==> src/rtl/wm_pkg.sv <==
package wm_pkg;

  typedef enum logic [1:0] {
    MODE_FIB     = 2'b00,
    MODE_GAL     = 2'b01,
    MODE_ROT     = 2'b10,
    MODE_ROT_ALT = 2'b11
  } gen_mode_e;

  localparam int unsigned MAX_W = 32;

  function automatic logic [MAX_W-1:0] tb(input int unsigned t);
    logic [MAX_W-1:0] m;
    m = '0;
    m[t-1] = 1'b1;
    return m;
  endfunction

  // Primitive polynomial exponents per active length.
  function automatic logic [MAX_W-1:0] tap_mask(input int unsigned len);
    logic [MAX_W-1:0] m;
    case (len)
      2:  m = tb(2)  | tb(1);
      3:  m = tb(3)  | tb(2);
      4:  m = tb(4)  | tb(3);
      5:  m = tb(5)  | tb(3);
      6:  m = tb(6)  | tb(5);
      7:  m = tb(7)  | tb(6);
      8:  m = tb(8)  | tb(6)  | tb(5) | tb(4);
      9:  m = tb(9)  | tb(5);
      10: m = tb(10) | tb(7);
      11: m = tb(11) | tb(9);
      12: m = tb(12) | tb(6)  | tb(4) | tb(1);
      13: m = tb(13) | tb(4)  | tb(3) | tb(1);
      14: m = tb(14) | tb(5)  | tb(3) | tb(1);
      15: m = tb(15) | tb(14);
      16: m = tb(16) | tb(15) | tb(13) | tb(4);
      17: m = tb(17) | tb(14);
      18: m = tb(18) | tb(11);
      19: m = tb(19) | tb(6)  | tb(2) | tb(1);
      20: m = tb(20) | tb(17);
      21: m = tb(21) | tb(19);
      22: m = tb(22) | tb(21);
      23: m = tb(23) | tb(18);
      24: m = tb(24) | tb(23) | tb(22) | tb(17);
      25: m = tb(25) | tb(22);
      26: m = tb(26) | tb(6)  | tb(2) | tb(1);
      27: m = tb(27) | tb(5)  | tb(2) | tb(1);
      28: m = tb(28) | tb(25);
      29: m = tb(29) | tb(27);
      30: m = tb(30) | tb(6)  | tb(4) | tb(1);
      31: m = tb(31) | tb(28);
      default: m = tb(32) | tb(22) | tb(2) | tb(1);
    endcase
    return m;
  endfunction

  function automatic logic [MAX_W-1:0] len_mask(input int unsigned len);
    logic [MAX_W-1:0] m;
    for (int unsigned i = 0; i < MAX_W; i++) m[i] = (i < len);
    return m;
  endfunction

  function automatic int unsigned eff_len(input int unsigned raw, input int unsigned w);
    if (raw < 2) return 2;
    if (raw > w) return w;
    return raw;
  endfunction

endpackage

==> src/rtl/wm_gen.sv <==
module wm_gen #(
  parameter int W  = 32,
  parameter int LW = 6
) (
  input  logic          clk_i,
  input  logic          rst_ni,
  input  logic          en_i,
  input  logic          load_i,
  input  logic [1:0]    mode_i,
  input  logic [LW-1:0] len_i,
  input  logic [W-1:0]  seed_i,
  output logic          bit_o,
  output logic [W-1:0]  state_o,
  output logic          wrap_o
);
  import wm_pkg::*;

  localparam int IW = $clog2(W);

  gen_mode_e     mode;
  int unsigned   act_len;
  logic [IW-1:0] top_idx;
  logic [W-1:0]  lmask, tmask, cur, seed_fix, nxt;
  logic [W-1:0]  state_q, seed_q;
  logic          wrap_q, is_lfsr;

  assign mode = gen_mode_e'(mode_i);

  always_comb begin
    act_len  = eff_len(32'(len_i), W);
    top_idx  = IW'(act_len - 1);
    lmask    = W'(len_mask(act_len));
    tmask    = W'(tap_mask(act_len));
    cur      = state_q & lmask;
    is_lfsr  = (mode == MODE_FIB) || (mode == MODE_GAL);
    seed_fix = seed_i & lmask;
    if (is_lfsr && seed_fix == '0) seed_fix = W'(1);
    case (mode)
      MODE_FIB: nxt = ((cur << 1) | W'(^(cur & tmask))) & lmask;
      MODE_GAL: nxt = (cur >> 1) ^ (cur[0] ? tmask : '0);
      default:  nxt = ((cur << 1) | W'(cur[top_idx])) & lmask;
    endcase
    bit_o = (mode == MODE_GAL) ? cur[0] : cur[top_idx];
  end

  always_ff @(posedge clk_i or negedge rst_ni) begin
    if (!rst_ni) begin
      state_q <= '0;
      seed_q  <= '0;
      wrap_q  <= 1'b0;
    end else if (load_i) begin
      state_q <= seed_fix;
      seed_q  <= seed_fix;
      wrap_q  <= 1'b0;
    end else if (en_i) begin
      state_q <= nxt;
      wrap_q  <= (nxt == seed_q);
    end else begin
      wrap_q  <= 1'b0;
    end
  end

  assign state_o = state_q;
  assign wrap_o  = wrap_q;

endmodule

==> src/rtl/wm_out_mux.sv <==
module wm_out_mux #(
  parameter int N  = 2,
  parameter int SW = 1
) (
  input  logic [N-1:0]  bit_i,
  input  logic [N-1:0]  wrap_i,
  input  logic [SW-1:0] sel_i,
  input  logic          en_i,
  output logic          wmark_o,
  output logic          strobe_o
);
  always_comb begin
    wmark_o  = 1'b0;
    strobe_o = 1'b0;
    for (int i = 0; i < N; i++) begin
      if (32'(sel_i) == i) begin
        wmark_o  = en_i & bit_i[i];
        strobe_o = wrap_i[i];
      end
    end
  end
endmodule

==> src/rtl/wm_seq_gen.sv <==
module wm_seq_gen #(
  parameter int NUM_GEN = 2,
  parameter int W       = 32,
  localparam int LW     = $clog2(W) + 1,
  localparam int SW     = (NUM_GEN > 1) ? $clog2(NUM_GEN) : 1
) (
  input  logic                  clk_i,
  input  logic                  rst_ni,
  input  logic                  en_i,
  input  logic                  load_i,
  input  logic [2*NUM_GEN-1:0]  mode_i,
  input  logic [LW*NUM_GEN-1:0] len_i,
  input  logic [W*NUM_GEN-1:0]  seed_i,
  input  logic [SW-1:0]         sel_i,
  output logic                  wmark_o,
  output logic                  strobe_o
);

  logic [NUM_GEN-1:0]   gen_bit, gen_wrap;
  logic [W*NUM_GEN-1:0] state_flat;

  for (genvar g = 0; g < NUM_GEN; g++) begin : g_gen
    wm_gen #(.W(W), .LW(LW)) u_gen (
      .clk_i   (clk_i),
      .rst_ni  (rst_ni),
      .en_i    (en_i),
      .load_i  (load_i),
      .mode_i  (mode_i[2*g +: 2]),
      .len_i   (len_i[LW*g +: LW]),
      .seed_i  (seed_i[W*g +: W]),
      .bit_o   (gen_bit[g]),
      .state_o (state_flat[W*g +: W]),
      .wrap_o  (gen_wrap[g])
    );
  end

  wm_out_mux #(.N(NUM_GEN), .SW(SW)) u_mux (
    .bit_i    (gen_bit),
    .wrap_i   (gen_wrap),
    .sel_i    (sel_i),
    .en_i     (en_i),
    .wmark_o  (wmark_o),
    .strobe_o (strobe_o)
  );

endmodule

==> config.mk <==
export PLATFORM = sky130hd
export DESIGN_NAME = wm_seq_gen
export DESIGN_NICKNAME = d
export VERILOG_FILES = /design/src/rtl/wm_pkg.sv /design/src/rtl/wm_gen.sv /design/src/rtl/wm_out_mux.sv /design/src/rtl/wm_seq_gen.sv
export SDC_FILE = /design/constraint.sdc
export NUM_CORES = 1
export LEC_CHECK = 0
export BUFFER_PORTS_ARGS = -buffer_cell sky130_fd_sc_hd__buf_2
export CAP_MARGIN = 15
export CELL_PAD_IN_SITES_DETAIL_PLACEMENT = 1
export CELL_PAD_IN_SITES_GLOBAL_PLACEMENT = 1
export CORE_ASPECT_RATIO = 0.9
export CORE_MARGIN = 2
export CORE_UTILIZATION = 40
export CTS_BUF_LIST = sky130_fd_sc_hd__clkbuf_16
export DETAILED_ROUTE_END_ITERATION = 10
export PLACE_DENSITY_LB_ADDON = 0.1
export SYNTH_ARGS = -nofsm -noshare
export SYNTH_HDL_FRONTEND = slang
export SYNTH_SLANG_ARGS = --single-unit
==> constraint.sdc <==
create_clock -name clk_i -period 6 [get_ports clk_i]
set_input_delay 0.9 -clock clk_i [delete_from_list [all_inputs] [get_ports clk_i]]
set_output_delay 0.9 -clock clk_i [all_outputs]
set_load 0.02 [all_outputs]
==> metrics.cfg <==
[clock_network]
clk_pin_slew_ns=0.06
cts_sinks=130
cts_setup_buffers=0
cts_hold_buf=0
numCtsBuffers=17
cts-resized-gates=0
clk_latency_ns=0.46
htree_levels=4
clock_path_buffers=2
root_buffer=clkbuf_16
cts_tree=done

[yosys]
ys_warn_count=0
avgSynthCellArea_um2=7.49
synth-xor-area-share=0.105
yosys.area.top_type=dfrtp_1
syn_area_um2=12900
muxShareOfSynthArea=0.0304
synth-simple-area-share=0.238
ys_types=91
netlist_top_cells_area=dfrtp_1, o21ai_0, nand2_1, xnor2_1, nand3_1
synth_flop_cell=dfrtp_1
async_flop_share=1.00
synth_top_family_by_area=compound AO/OA/AOI/OAI gates
synthesis.nets=1824
synth_fa_ha_area_frac=0.0136
synth_edf_count=0
synth-seq-cells=130
synth-compound-area-share=0.293
syn_inst=1725
synth_top_area_frac=0.252
ys_seq_area_frac=0.252

[power]
p_switching_w=0.00142
power-per-cell-area_nw_per_um2=234
seq_power_share=0.322
sw_frac_of_total=0.420
p_clk_frac=0.307
comb_power_share=0.371
internal_power_w=0.00196
p_leak_nw=6.00
ir_worst_vdd_mv=0.246

[floorplanning]
initial_core_util=0.405
core_um2=31900
die_area_um2=33700
chipHeight_um=174
io_pins=87
die_x_um=193
fp-row-count=62

[worst_setup_path]
slowest_stage=o21ai_0
rr_worst_depth=9
timing.rr.end=g_gen[1].u_gen.wrap_o$_DFF_PN0_
r2r_slack_ns=2.01
arrival_ns=4.78
cp_num_buf_inv=3
cp-end-kind=output pin
critPathMaxFanout=16
timing.rr.start=g_gen[1].u_gen.state_o[0]$_DFFE_PN0P_
start_kind=primary input
cp_slowest_stage_delay_ns=0.55
cp.required_ns=5.10
cp_common_cell=o21ai_0
path_class=primary input to output pin
crit_chain=buf_2 -> or2_2 -> nor2_1 -> o21ai_0 -> ha_1 -> buf_4 -> o21ai_0 -> nand2_1 -> o211ai_1 -> a31oi_1 -> o21ai_0 -> a21oi_1 -> o221a_2 -> nor3_1 -> buf_2
crit_family=compound AO/OA/AOI/OAI gates

[timing]
holdWs_ns=0.507
fin_ws_ns=0.321
worst_pin_slew_ns=0.938
rsz0062_at_grt=false
finalSetupTns_ns=0
period_needed_ns=5.68
relSlewSlack=0.370
period_share=0.947
finalSetupViolations=0
hold_viol=0
maxSlewViolCount=0
clock_skew_ns=0.0166
max_freq_mhz=176

[layout]
final_cell_mix=nand2_1, o21ai_0, dfrtp_1
fin_area_um2=14400
fin_nets=1875
nFillCells=4000
drive_above_1_share=0.132
area_growth_pct=11.8
num_antenna_cells=0
final_common_cell=nand2_1

[global_route]
grt_max_degree=88
overflow=0
grt_use_total=0.406
antenna_found_initial=2
grt_pass1_vias=14400
grt_pass1_wl_um=101000

[hold_path]
hold_path_depth=1
min_path_type=flip-flop to flip-flop
hold_path.startpoint=g_gen[0].u_gen.seed_q[26]$_DFFE_PN0P_
min_to=g_gen[0].u_gen.seed_q[26]$_DFFE_PN0P_

[flow_run]
max_cap_viol_count=0

[detailed_routing]
num_vias=14900
post_drt_via_cell_ratio=6.77
drt-initial-drc-count=2206
wl_per_cell_um=31.4
drc=0
drtPass1Iterations=5
ant_nets=0
drt_wl_total_um=69200

[placement]
place_area_um2=13900
dp_hpwl_um=53600
place_ws_ns=0.480
place_congestion=1.02
port_buffers=86

[run_status]
outcome=finished clean

==> layer usage <==
layer,global-route usage,routed length [um]
met2,0.536,26500
met5,0,12
met1,0.625,32300
met4,0.0773,1190
met3,0.140,9170
==> worst max-delay path by stage <==
stage | cells after the start | startpoint | to
after floorplan | 16 | len_i[3] | wmark_o
after global placement | 15 | len_i[9] | wmark_o
after detailed placement | 16 | len_i[9] | wmark_o
after CTS | 15 | len_i[9] | wmark_o
after global routing | 15 | len_i[9] | wmark_o
final | 15 | len_i[9] | wmark_o
==> cell type report <==
type | count | area, um^2 | share of cell area
Clock inverter | 15 | 133 | 0.00919
Clock buffer | 17 | 425 | 0.0295
Inverter | 72 | 270 | 0.0187
Timing Repair Buffer | 164 | 1040 | 0.0719
Multi-Input combinational cell | 1391 | 8790 | 0.609
Tap cell | 416 | 520 | 0.0361
Sequential cell | 130 | 3250 | 0.225
==> logic make-up after synthesis <==
logic type               count (synthesis)
AND/OR/NAND/NOR                        630
adder cells (fa/ha/maj)                 14
AO/OA/AOI/OAI                          572
flip-flops                             130
buffers and inverters                  204
XOR/XNOR                               141
multiplexers                            34
==> flip-flops by register name, indices dropped and copies added, names as in the netlist <==
register,flops
g_gen.u_gen.seed_q,64
g_gen.u_gen.wrap_o,2
g_gen.u_gen.state_o,64
==> per-stage QoR <==
step	utilization	instances	total power (W)
floorplan	-	1725	0.00178
global placement	0.435	2172	0.00228
detailed placement	0.435	2173	0.00229
CTS	0.453	2205	0.00333
global route	0.453	2205	0.00350
finish	0.453	2205	0.00338
==> Yosys cell counts, types with 7 or more instances <==
cell / instances
nor2b_1: 25
a32oi_1: 8
nand2b_1: 17
o21ai_0: 191
o31ai_1: 7
o211a_1: 7
dfrtp_1: 130
o21a_1: 11
o22a_1: 13
a21oi_1: 96
inv_1: 69
buf_1: 11
nand3b_1: 12
a21o_1: 26
o2111ai_1: 11
nand2_1: 214
ha_1: 14
xnor3_1: 8
xor2_1: 45
or2_2: 14
buf_4: 13
a211oi_1: 15
o2bb2ai_1: 7
clkbuf_1: 80
a31oi_1: 15
and2_1: 11
nor2_1: 102
xnor2_1: 87
buf_2: 22
a22oi_1: 15
nor4_1: 13
or3_1: 19
nor3_1: 35
nand4_1: 22
mux2i_1: 28
o211ai_1: 31
o22ai_1: 24
and3_1: 11
o32ai_1: 7
nand3_1: 103
==> power groups by stage <==
stage	clock (W)	sequential, W	combinational [W]
3_3_place_gp	0	0.00109	0.00118
4_1_cts	0.00105	0.00108	0.00121
3_5_place_dp	0	0.00110	0.00120
6_report	0.00104	0.00109	0.00125
2_1_floorplan	0	0.00104	0.000743
5_1_grt	0.00108	0.00110	0.00132
Power figures use the tool's default switching activity.
